==> src/rtl/cache2w_pkg.sv <==
package cache2w_pkg;
  localparam int ADDR_W     = 32;
  localparam int DATA_W     = 32;
  localparam int LINE_WORDS = 4;
  localparam int NUM_SETS   = 8;
  localparam int NUM_WAYS   = 2;   // one replacement bit per set assumes two ways

  localparam int BE_W    = DATA_W / 8;
  localparam int BOFF_W  = $clog2(BE_W);
  localparam int WORD_W  = $clog2(LINE_WORDS);
  localparam int SET_W   = $clog2(NUM_SETS);
  localparam int WAY_W   = $clog2(NUM_WAYS);
  localparam int TAG_W   = ADDR_W - SET_W - WORD_W - BOFF_W;
  localparam int ENTRIES = NUM_WAYS * NUM_SETS * LINE_WORDS;

  typedef logic [TAG_W-1:0]  tag_t;
  typedef logic [SET_W-1:0]  set_t;
  typedef logic [WORD_W-1:0] word_t;
  typedef logic [WAY_W-1:0]  way_t;
  typedef logic [DATA_W-1:0] data_t;
  typedef logic [BE_W-1:0]   be_t;

  typedef enum logic [1:0] {ST_IDLE, ST_CMP, ST_WBACK, ST_FILL} cstate_e;

  function automatic tag_t addr_tag(input logic [ADDR_W-1:0] a);
    return a[ADDR_W-1 -: TAG_W];
  endfunction

  function automatic set_t addr_set(input logic [ADDR_W-1:0] a);
    return a[BOFF_W+WORD_W +: SET_W];
  endfunction

  function automatic word_t addr_word(input logic [ADDR_W-1:0] a);
    return a[BOFF_W +: WORD_W];
  endfunction

  function automatic logic [ADDR_W-1:0] beat_addr(input tag_t t, input set_t s, input word_t w);
    return {t, s, w, {BOFF_W{1'b0}}};
  endfunction

  function automatic data_t merge_bytes(input data_t old_w, input data_t new_w, input be_t be);
    data_t r;
    for (int b = 0; b < BE_W; b++)
      r[b*8 +: 8] = be[b] ? new_w[b*8 +: 8] : old_w[b*8 +: 8];
    return r;
  endfunction
endpackage

==> src/rtl/cache2w_tags.sv <==
module cache2w_tags
  import cache2w_pkg::*;
(
  input  logic                 clk,
  input  logic                 rst_n,
  input  set_t                 lk_set,
  input  tag_t                 lk_tag,
  output logic [NUM_WAYS-1:0]  way_match,
  output logic [NUM_WAYS-1:0]  way_valid,
  output logic [NUM_WAYS-1:0]  way_dirty,
  output tag_t [NUM_WAYS-1:0]  way_tag,
  output logic                 lru_way,
  input  logic                 fill_en,
  input  way_t                 fill_way,
  input  tag_t                 fill_tag,
  input  logic                 dirty_en,
  input  way_t                 dirty_way,
  input  logic                 touch_en,
  input  way_t                 touch_way
);
  logic [NUM_SETS-1:0] lru_q;

  for (genvar w = 0; w < NUM_WAYS; w++) begin : g_way
    logic [NUM_SETS-1:0] valid_q;
    logic [NUM_SETS-1:0] dirty_q;
    tag_t                tag_q [NUM_SETS];

    always_ff @(posedge clk) begin
      if (!rst_n) begin
        valid_q <= '0;
        dirty_q <= '0;
      end else if (fill_en && fill_way == way_t'(w)) begin
        valid_q[lk_set] <= 1'b1;
        dirty_q[lk_set] <= 1'b0;
        tag_q[lk_set]   <= fill_tag;
      end else if (dirty_en && dirty_way == way_t'(w)) begin
        dirty_q[lk_set] <= 1'b1;
      end
    end

    assign way_valid[w] = valid_q[lk_set];
    assign way_dirty[w] = dirty_q[lk_set];
    assign way_tag[w]   = tag_q[lk_set];
    assign way_match[w] = valid_q[lk_set] && (tag_q[lk_set] == lk_tag);

    p_fill_clean_r8: assert property (@(posedge clk) disable iff (!rst_n)
      (fill_en && fill_way == way_t'(w)) |=> (valid_q[$past(lk_set)] && !dirty_q[$past(lk_set)]));
  end

  always_ff @(posedge clk) begin
    if (!rst_n)        lru_q <= '0;
    else if (touch_en) lru_q[lk_set] <= ~touch_way;
  end

  assign lru_way = lru_q[lk_set];

  p_single_match_r1: assert property (@(posedge clk) disable iff (!rst_n) $onehot0(way_match));
  p_lru_away_r6: assert property (@(posedge clk) disable iff (!rst_n)
    touch_en |=> (lru_q[$past(lk_set)] != $past(touch_way)));
endmodule

==> src/rtl/cache2w_data.sv <==
module cache2w_data
  import cache2w_pkg::*;
(
  input  logic  clk,
  input  way_t  rd_way,
  input  set_t  rd_set,
  input  word_t rd_word,
  output data_t rd_data,
  input  logic  wr_en,
  input  way_t  wr_way,
  input  set_t  wr_set,
  input  word_t wr_word,
  input  data_t wr_data
);
  localparam int IDX_W = WAY_W + SET_W + WORD_W;

  data_t mem_q [ENTRIES];

  function automatic int unsigned slot(input way_t w, input set_t s, input word_t d);
    logic [IDX_W-1:0] i;
    i = {w, s, d};
    return int'(i);
  endfunction

  always_ff @(posedge clk) begin
    if (wr_en) mem_q[slot(wr_way, wr_set, wr_word)] <= wr_data;
  end

  assign rd_data = mem_q[slot(rd_way, rd_set, rd_word)];
endmodule

==> src/rtl/cache2w_ctrl.sv <==
module cache2w_ctrl
  import cache2w_pkg::*;
(
  input  logic                clk,
  input  logic                rst_n,
  input  logic                cpu_req,
  input  logic [ADDR_W-1:0]   cpu_addr,
  input  logic                cpu_we,
  input  be_t                 cpu_be,
  input  data_t               cpu_wdata,
  output logic                cpu_ready,
  output set_t                lk_set,
  output tag_t                lk_tag,
  input  logic [NUM_WAYS-1:0] way_match,
  input  logic [NUM_WAYS-1:0] way_valid,
  input  logic [NUM_WAYS-1:0] way_dirty,
  input  tag_t [NUM_WAYS-1:0] way_tag,
  input  logic                lru_way,
  output logic                fill_en,
  output way_t                fill_way,
  output logic                dirty_en,
  output logic                touch_en,
  output way_t                touch_way,
  output way_t                rd_way,
  output word_t               rd_word,
  input  data_t               rd_data,
  output logic                wr_en,
  output way_t                wr_way,
  output word_t               wr_word,
  output data_t               wr_data,
  output logic                mem_rd_req,
  output logic [ADDR_W-1:0]   mem_rd_addr,
  input  logic                mem_rd_valid,
  input  data_t               mem_rd_data,
  output logic                mem_wr_req,
  output logic [ADDR_W-1:0]   mem_wr_addr,
  output data_t               mem_wr_data,
  input  logic                mem_wr_ready
);
  localparam word_t LAST_BEAT = word_t'(LINE_WORDS - 1);

  cstate_e             state_q, state_d;
  logic [ADDR_W-1:0]   addr_q;
  logic                we_q;
  be_t                 be_q;
  data_t               wdata_q;
  word_t               beat_q;
  way_t                victim_q;

  // named internal events
  logic  hit_w, hit_evt, miss_evt, victim_dirty;
  logic  wb_beat_evt, wb_last, fill_beat_evt, fill_last;
  way_t  hit_way, victim_pick;
  word_t req_word;

  assign lk_set   = addr_set(addr_q);
  assign lk_tag   = addr_tag(addr_q);
  assign req_word = addr_word(addr_q);

  assign hit_w    = |way_match;
  assign hit_way  = way_t'(way_match[1]);
  assign hit_evt  = (state_q == ST_CMP) && hit_w;
  assign miss_evt = (state_q == ST_CMP) && !hit_w;

  always_comb begin
    if (!way_valid[0])      victim_pick = way_t'(0);
    else if (!way_valid[1]) victim_pick = way_t'(1);
    else                    victim_pick = way_t'(lru_way);
  end
  assign victim_dirty = way_valid[victim_pick] && way_dirty[victim_pick];

  assign wb_beat_evt   = (state_q == ST_WBACK) && mem_wr_ready;
  assign wb_last       = wb_beat_evt && (beat_q == LAST_BEAT);
  assign fill_beat_evt = (state_q == ST_FILL) && mem_rd_valid;
  assign fill_last     = fill_beat_evt && (beat_q == LAST_BEAT);

  always_comb begin
    state_d = state_q;
    unique case (state_q)
      ST_IDLE:  if (cpu_req) state_d = ST_CMP;
      ST_CMP:   if (hit_w) state_d = ST_IDLE;
                else       state_d = victim_dirty ? ST_WBACK : ST_FILL;
      ST_WBACK: if (wb_last) state_d = ST_FILL;
      ST_FILL:  if (fill_last) state_d = ST_CMP;
      default:  state_d = ST_IDLE;
    endcase
  end

  always_ff @(posedge clk) begin
    if (!rst_n) begin
      state_q  <= ST_IDLE;
      beat_q   <= '0;
      victim_q <= '0;
      addr_q   <= '0;
      we_q     <= 1'b0;
      be_q     <= '0;
      wdata_q  <= '0;
    end else begin
      state_q <= state_d;
      if (state_q == ST_IDLE && cpu_req) begin
        addr_q  <= cpu_addr;
        we_q    <= cpu_we;
        be_q    <= cpu_be;
        wdata_q <= cpu_wdata;
      end
      if (miss_evt) begin
        victim_q <= victim_pick;
        beat_q   <= '0;
      end else if (wb_beat_evt || fill_beat_evt) begin
        beat_q <= beat_q + word_t'(1);
      end
    end
  end

  // processor side
  assign cpu_ready = hit_evt;

  // data array access
  assign rd_way  = (state_q == ST_WBACK) ? victim_q : hit_way;
  assign rd_word = (state_q == ST_WBACK) ? beat_q : req_word;
  assign wr_en   = (hit_evt && we_q) || fill_beat_evt;
  assign wr_way  = fill_beat_evt ? victim_q : hit_way;
  assign wr_word = fill_beat_evt ? beat_q : req_word;
  assign wr_data = fill_beat_evt ? mem_rd_data : merge_bytes(rd_data, wdata_q, be_q);

  // tag array updates
  assign fill_en   = fill_last;
  assign fill_way  = victim_q;
  assign dirty_en  = hit_evt && we_q;
  assign touch_en  = hit_evt || fill_last;
  assign touch_way = fill_last ? victim_q : hit_way;

  // memory side
  assign mem_wr_req  = (state_q == ST_WBACK);
  assign mem_wr_addr = beat_addr(way_tag[victim_q], lk_set, beat_q);
  assign mem_wr_data = rd_data;
  assign mem_rd_req  = (state_q == ST_FILL);
  assign mem_rd_addr = beat_addr(lk_tag, lk_set, '0);

  p_dirty_wb_first_r7: assert property (@(posedge clk) disable iff (!rst_n)
    (miss_evt && victim_dirty) |=> (mem_wr_req && !mem_rd_req));
  p_clean_no_wb_r7: assert property (@(posedge clk) disable iff (!rst_n)
    (miss_evt && !victim_dirty) |=> (mem_rd_req && !mem_wr_req));
  p_invalid_first_r5: assert property (@(posedge clk) disable iff (!rst_n)
    (miss_evt && !way_valid[0]) |=> (victim_q == way_t'(0)));
  p_lru_victim_r6: assert property (@(posedge clk) disable iff (!rst_n)
    (miss_evt && (&way_valid)) |=> (victim_q == way_t'($past(lru_way))));
  p_fill_then_hit_r4: assert property (@(posedge clk) disable iff (!rst_n)
    fill_last |=> hit_evt);
  p_store_no_mem_r3: assert property (@(posedge clk) disable iff (!rst_n)
    (hit_evt && we_q) |=> !mem_wr_req);
  p_rd_held_r10: assert property (@(posedge clk) disable iff (!rst_n)
    (mem_rd_req && !mem_rd_valid) |=> mem_rd_req);
  p_wr_held_r10: assert property (@(posedge clk) disable iff (!rst_n)
    (mem_wr_req && !mem_wr_ready) |=> (mem_wr_req && $stable(mem_wr_addr) && $stable(mem_wr_data)));
  p_one_channel_r10: assert property (@(posedge clk) disable iff (!rst_n)
    !(mem_wr_req && mem_rd_req));
endmodule

==> src/rtl/cache2w_top.sv <==
module cache2w_top
  import cache2w_pkg::*;
(
  input  logic              clk,
  input  logic              rst_n,
  input  logic              cpu_req,
  input  logic [ADDR_W-1:0] cpu_addr,
  input  logic              cpu_we,
  input  logic [BE_W-1:0]   cpu_be,
  input  logic [DATA_W-1:0] cpu_wdata,
  output logic [DATA_W-1:0] cpu_rdata,
  output logic              cpu_ready,
  output logic              mem_rd_req,
  output logic [ADDR_W-1:0] mem_rd_addr,
  input  logic              mem_rd_valid,
  input  logic [DATA_W-1:0] mem_rd_data,
  output logic              mem_wr_req,
  output logic [ADDR_W-1:0] mem_wr_addr,
  output logic [DATA_W-1:0] mem_wr_data,
  input  logic              mem_wr_ready
);
  set_t                lk_set;
  tag_t                lk_tag;
  logic [NUM_WAYS-1:0] way_match, way_valid, way_dirty;
  tag_t [NUM_WAYS-1:0] way_tag;
  logic                lru_way;
  logic                fill_en, dirty_en, touch_en, wr_en;
  way_t                fill_way, touch_way, rd_way, wr_way;
  word_t               rd_word, wr_word;
  data_t               rd_data, wr_data;

  cache2w_ctrl u_ctrl (
    .clk, .rst_n, .cpu_req, .cpu_addr, .cpu_we, .cpu_be, .cpu_wdata, .cpu_ready,
    .lk_set, .lk_tag, .way_match, .way_valid, .way_dirty, .way_tag, .lru_way,
    .fill_en, .fill_way, .dirty_en, .touch_en, .touch_way,
    .rd_way, .rd_word, .rd_data, .wr_en, .wr_way, .wr_word, .wr_data,
    .mem_rd_req, .mem_rd_addr, .mem_rd_valid, .mem_rd_data,
    .mem_wr_req, .mem_wr_addr, .mem_wr_data, .mem_wr_ready
  );

  cache2w_tags u_tags (
    .clk, .rst_n, .lk_set, .lk_tag, .way_match, .way_valid, .way_dirty, .way_tag,
    .lru_way, .fill_en, .fill_way, .fill_tag(lk_tag), .dirty_en, .dirty_way(wr_way),
    .touch_en, .touch_way
  );

  cache2w_data u_data (
    .clk, .rd_way, .rd_set(lk_set), .rd_word, .rd_data,
    .wr_en, .wr_way, .wr_set(lk_set), .wr_word, .wr_data
  );

  assign cpu_rdata = rd_data;
endmodule

==> config.mk <==
export PLATFORM = sky130hd
export DESIGN_NAME = cache2w_top
export DESIGN_NICKNAME = d
export VERILOG_FILES = /design/src/rtl/cache2w_pkg.sv /design/src/rtl/cache2w_tags.sv /design/src/rtl/cache2w_data.sv /design/src/rtl/cache2w_ctrl.sv /design/src/rtl/cache2w_top.sv
export SDC_FILE = /design/constraint.sdc
export NUM_CORES = 2
export LEC_CHECK = 0
export BUFFER_PORTS_ARGS = -buffer_cell sky130_fd_sc_hd__buf_2
export CAP_MARGIN = 20
export CORE_ASPECT_RATIO = 0.9
export CORE_UTILIZATION = 53
export DETAILED_ROUTE_END_ITERATION = 12
export PLACE_DENSITY_LB_ADDON = 0.12
export SLEW_MARGIN = 20
export SYNTH_ARGS = -nofsm -noshare
export SYNTH_HDL_FRONTEND = slang
export SYNTH_SLANG_ARGS = --single-unit
export TNS_END_PERCENT = 30
==> constraint.sdc <==
create_clock -name clk -period 7.4 [get_ports clk]
set_input_delay 0.37 -clock clk [delete_from_list [all_inputs] [get_ports clk]]
set_output_delay 0.37 -clock clk [all_outputs]
set_load 0.02 [all_outputs]
### Word-level counts from Yosys, hierarchy flattened

Memory sizes are Yosys's and may differ from the RTL's. A register that Yosys moved wholly into a read port is not among the register bits.
Index checks and enable logic that the tools add are counted.

* add/sub/neg operators: 1
* magnitude comparators: 4
* equality and inequality tests: 9
* mux-type cells: 53
* bitwise gates (word level): 11
* reduce and logical (&&, ||, !) cells: 26

Operator list (count)
* $mux W8: 8
* $eq A25 B25 Y1: 2
* $mux W25: 2
* $mux W32: 1
* $or A8 B8 Y8: 4
* $mux W1: 24
* $and A8 B8 Y8: 2
* $logic_and A1 B1 Y1: 16
* $bmux W1 S3: 5
* $mux W2: 6
* $mux W3: 4
* $bwmux W8: 1
* $not A8 Y8: 1
* $pmux W2 S4: 1
* $eq A2 B2 Y1 const B: 3
* $lt A1 B2 Y1 const B: 2
* $lt A3 B4 Y1 const B: 1
* $ne A2 B1 Y1 const B: 2
* $not A1 Y1: 4
* $reduce_bool A2 Y1: 2
* $reduce_or A2 Y1: 2
* $demux W1 S3: 1
* $ge A3 B1 Y1 const B: 1
* $logic_or A1 B1 Y1: 3
* other kinds (6): 6

* register bits: 114
* memory bits (writable): 2448
* input bits: 106
* logic and storage cells: 119
* memories: 3

Memories
* u_data.mem_q: depth 64, bits a word 32, rd ports 1, clocked after memory_dff 0, wr ports 1, RTL line cache2w_data.sv:17 `data_t mem_q [ENTRIES];`
* u_tags.g_way[0].tag_q: depth 8, bits a word 25, rd ports 1, clocked after memory_dff 1, wr ports 1, RTL line cache2w_tags.sv:26 `tag_t tag_q [NUM_SETS];`
* u_tags.g_way[1].tag_q: depth 8, bits a word 25, rd ports 1, clocked after memory_dff 1, wr ports 1, RTL line cache2w_tags.sv:26

### Depth between registers and ports, before layout

* word-level depth: 10
* mapped depth: 16

### Hierarchy

From an unflattened synthesis, not the netlist that was laid out.

* cells, all modules: 4931
* area total of the unflattened synthesis: 100392.5 µm²

Modules (own cells, without submodules)
* cache2w_data: times used 1, cells each 3292, area each 77874.7 µm², seq. area each 61499.0 µm²
* cache2w_tags: times used 1, cells each 1060, area each 17702.0 µm², seq. area each 12812.3 µm²
* cache2w_ctrl: times used 1, cells each 579, area each 4815.9 µm², seq. area each 1441.4 µm²

### Worst setup path after synthesis

OpenSTA, ideal clock, no wires.

* path kind: flip-flop to flip-flop
* from: register u_ctrl.state_q[0]
* to: memory u_data.mem_q[0][11] in the netlist's numbering (data pin)
* library setup time: 0.702 ns
* data arrival time: 5.815 ns
* data required time: 6.698 ns
* slack: 0.883 ns
* stages on the path, launching flop included: 14
* buffers on the path: 5
* clock period less this slack: 6.517 ns
* cells stage by stage: dfxtp_1 > inv_1 > ha_1 > clkbuf_1 > mux2i_1 > buf_2 > buf_1 > buf_2 > buf_1 > mux4_2 > a22oi_1 > o2111ai_1 > o21ai_0 > o21ai_0

* cells in the longest elaborated chain, start to end: 5
* elaborated cells between the ends (all ways): 8

Ends and longest elaborated chain
* start: declaration: RTL line cache2w_ctrl.sv:42 `cstate_e state_q, state_d;`
* start signal: assignment: RTL line cache2w_ctrl.sv:99 `state_q <= state_d;`
* $eq A2 B2 Y1 *
* via mem_wr_req: RTL line cache2w_top.sv:17 `output logic mem_wr_req,`
* $mux W1 or $mux W2 (tied branches): RTL line cache2w_ctrl.sv:119, cache2w_ctrl.sv:120
* $mem_v2 Z64 W32 *
* $mux W8 *: RTL line cache2w_pkg.sv:44 `r[b*8 +: 8] = be[b] ? new_w[b*8 +: 8] : old_w[b*8 +: 8];`
* $mux W32 *: RTL line cache2w_ctrl.sv:124 `assign wr_data = fill_beat_evt ? mem_rd_data : merge_bytes(rd_data, wdata_q, be_q);`
* via u_ctrl.wr_data[11]: RTL line cache2w_ctrl.sv:30 `output data_t wr_data,`
* end: declaration: RTL line cache2w_data.sv:17

The timed path passes the listed nets; every way through them passes the cells marked *.

==> metrics <==
vias per inst=6.29; placer congestion estimate=0.876; Seq. cell area=75,800 sq um; H-tree depth=4; ratio of cells with drive above 1 in the final layout=0.260; Critical-path top delay cell=or4_2; post-cts sizing count=0; crit path DAT=6440 ps; TritonCTS clock tree=built; Hold Crit Class=input port to flip-flop; number of global-route vias before repair=51,500; Slew Viols, Final=0; min Tclk post-route=6810 ps; Max-slew headroom=0.193; Final HPWL DP=159,000 um; drt first pass iters=8; nets=5,708; Main synth FF type=edfxtp_1; PwrDens=318 nW/um^2; flop and latch count out of synthesis=2,563; largest net degree at the start of global routing=109; commonest non-fill, non-tap cell in the layout=edfxtp_1; Critical Path Most Common Cell=buf_4; total CTS buffers=240; total I/O pin count=237; Starting Density=0.536; worst slew pin tran=1180 ps; # DRC=0; final instance area=115,000 sq um; worst skew pair latency=900 ps; sequential power share=0.484; Post-synth EDFFs=2,448; # rows=150; Hold Fails Final Rpt=0; clock buffer depth=3; maxcap violations=0; DP Area=106,000 sq um; Req. time, crit path=7030 ps; grt ovf=0; first-pass GRT wire length=380,000 um; Seq/Total Area, Yosys=0.758; RSZ-0062 raised after global routing=no; most frequent cells in the layout=2,448 x edfxtp_1, 495 x mux4_2, 332 x mux2i_1, 304 x nand2_1, 241 x clkbuf_16; Vias=52,300; Synth Instances=5,138; Clock transition at path regs=60 ps; Final period util=0.920; Die X=460 um; Switching Fraction=0.276; synthesis-to-finish area growth=15.0%; Clock power frac=0.345; skew final=54.4 ps; core box area=187,000 sq um; Peak VDD IR=0.288 mV; multi-input logic area=23,300 sq um; post-route ant nets=0; Synthesis Warnings=0; slowest cell delay on critical path=1050 ps; crit-path cells=buf_4 > mux4_2 > mux2i_1 > xnor2_1 > nor4_1 > nand4_1 > or4_2 > o21ai_2 > buf_4 > mux2_2 > or2_2 > buf_2; Fillers=13,100; P_leak=38.1 nW; Crit Path Max Fanout=27; routed wire length=267,000 um; critical path type=flip-flop to output port; Tot GR Track Use=0.281; Port Buffers=228; net load switching power=10.1 mW; CP endpoint kind=output port; clk root buf=clkbuf_16; routed length per placed instance=32.1 um; power share of the combinational group=0.171; Max Freq=0.147 GHz; final setup violating endpoints=0; status=finished, final reports clean; initial drt markers=6,103; initial antenna violation count=10; clk sink count=2,563; hold path startpoint=cpu_req; post-synthesis async set-or-reset flop share=0; setup TNS=0 ps; post-synth cell types=64; Mapped Area=100,000 sq um; Setup crit start kind=flip-flop; Syn Area/Cell=19.5 sq um; Die ar.=190,000 sq um; Cell Int Power=26.5 mW; die height=414 um
cells by family after synthesis:
| family | share of synthesized area |
|---|---|
| and+or+nand+nor | 0.0276 |
| AOI/OAI and AO/OA | 0.0440 |
| xor gates and xnor gates | 0.00394 |
| other | 0.0000375 |
| adders and majority gates | 0.000626 |
| muxes | 0.147 |
| DFF | 0.758 |
| buffers and inverters | 0.0187 |
critical path: cells and delay by family (launching register included):
family | cells | cell delay, ps
muxes | 3 | 1140
xor gates and xnor gates | 1 | 180
and+or+nand+nor | 4 | 2140
AOI/OAI and AO/OA | 1 | 450
buffers and inverters | 3 | 930
DFF | 1 | 680
sequential cells by signal, summed over array words and instances, names as in the netlist, named ones only:
signal and flops:
u_ctrl.fill_way 1, u_tags.g_way.tag_q 400, u_ctrl.beat_q 2, u_ctrl.state_q 2, u_tags.g_way.valid_q 16, u_data.mem_q 2048, u_ctrl.be_q 4, u_tags.lru_q 8
u_ctrl.we_q 1, u_ctrl.wdata_q 32, u_ctrl.addr_q 30
path summary, 6_finish.rpt:
check             slack, ps  depth (start not counted)                         end
setup / recovery        590                         12             mem_wr_data[16]
hold reg to reg         450                          1  u_tags.g_way[1].valid_q[5]
setup reg to reg       1110                         12        u_data.mem_q[22][20]
hold / removal           80                          5           u_ctrl.state_q[1]
what timing repair did:
item,4_1_cts,5_1_grt
buffers inserted,0,0
endpoints found under the hold margin,92,0
hold buffers,91,0
per-layer routing:
| layer | vias up | routed length, um | GRT usage |
|---|---|---|---|
| li1 | 21800 | - | - |
| met1 | 27800 | 107000 | 0.397 |
| met4 | 0 | 9710 | 0.0991 |
| met2 | 2303 | 129000 | 0.448 |
| met3 | 421 | 21300 | 0.0455 |
| met5 | - | 0 | 0 |
synth_stat cells (all sizes together) (4+ instances only):
library cell / number / share of area
a211o: 11 / 0.00096
edfxtp: 2448 / 0.74
o21a: 10 / 0.00075
nand4: 13 / 0.00081
nor3b: 8 / 0.00060
nor2: 175 / 0.0066
or2: 15 / 0.00094
a21boi: 70 / 0.0053
o211ai: 9 / 0.00068
a22oi: 148 / 0.011
inv: 34 / 0.0013
mux2i: 333 / 0.033
a22o: 13 / 0.0011
nand3: 56 / 0.0028
and3: 13 / 0.00081
o31a: 14 / 0.0012
nor4: 23 / 0.0015
a21o: 26 / 0.0020
nor2b: 4 / 0.00025
o2111ai: 14 / 0.0012
nor3: 11 / 0.00055
dfxtp: 115 / 0.023
a221oi: 11 / 0.00096
and2: 6 / 0.00038
mux4: 495 / 0.11
a31oi: 33 / 0.0021
mux2: 19 / 0.0021
a21oi: 76 / 0.0038
o22ai: 82 / 0.0051
ha: 5 / 0.00063
xor2: 24 / 0.0021
a211oi: 17 / 0.0013
o21ai: 71 / 0.0036
a2111oi: 16 / 0.0016
xnor2: 21 / 0.0018
buf: 178 / 0.010
clkbuf: 188 / 0.0071
nand2: 307 / 0.012
nand2b: 7 / 0.00044
stage by stage:
| stage | cells | total power, mW | hold slack [ps] | worst slack (ps) | util |
|---|---|---|---|---|---|
| after detailed placement | 7767 | 24.2 | 438 | 1140 | 0.567 |
| final | 8321 | 36.6 | 83.8 | 589 | 0.617 |
| after CTS | 8312 | 36.8 | 24.2 | 616 | 0.616 |
| after floorplan | 5143 | 21.5 | 421 | 883 | - |
| after global placement | 7762 | 24.1 | 427 | 1120 | 0.566 |
| after global routing | 8317 | 37.6 | 55.7 | 355 | 0.616 |
layout make-up:
| cell class | instances | area share |
|---|---|---|
| Antenna cell | 4 | 0.0000870 |
| Clock buffer | 294 | 0.0545 |
| Clock inverter | 160 | 0.0162 |
| Inverter | 34 | 0.00111 |
| Multi-Input combinational cell | 2180 | 0.202 |
| Sequential cell | 2563 | 0.659 |
| Tap cell | 2508 | 0.0273 |
| Timing Repair Buffer | 578 | 0.0392 |
power by group through the flow:
stage	Combinational, mW	Clock, mW	Sequential [mW]
6_report	6.26	12.6	17.7
3_3_place_gp	6.04	0	18.0
3_5_place_dp	6.19	0	18.0
2_1_floorplan	3.44	0	18.1
4_1_cts	6.25	12.8	17.7
5_1_grt	6.58	13.3	17.7
Note: power is estimated with default switching activity, not from simulation.
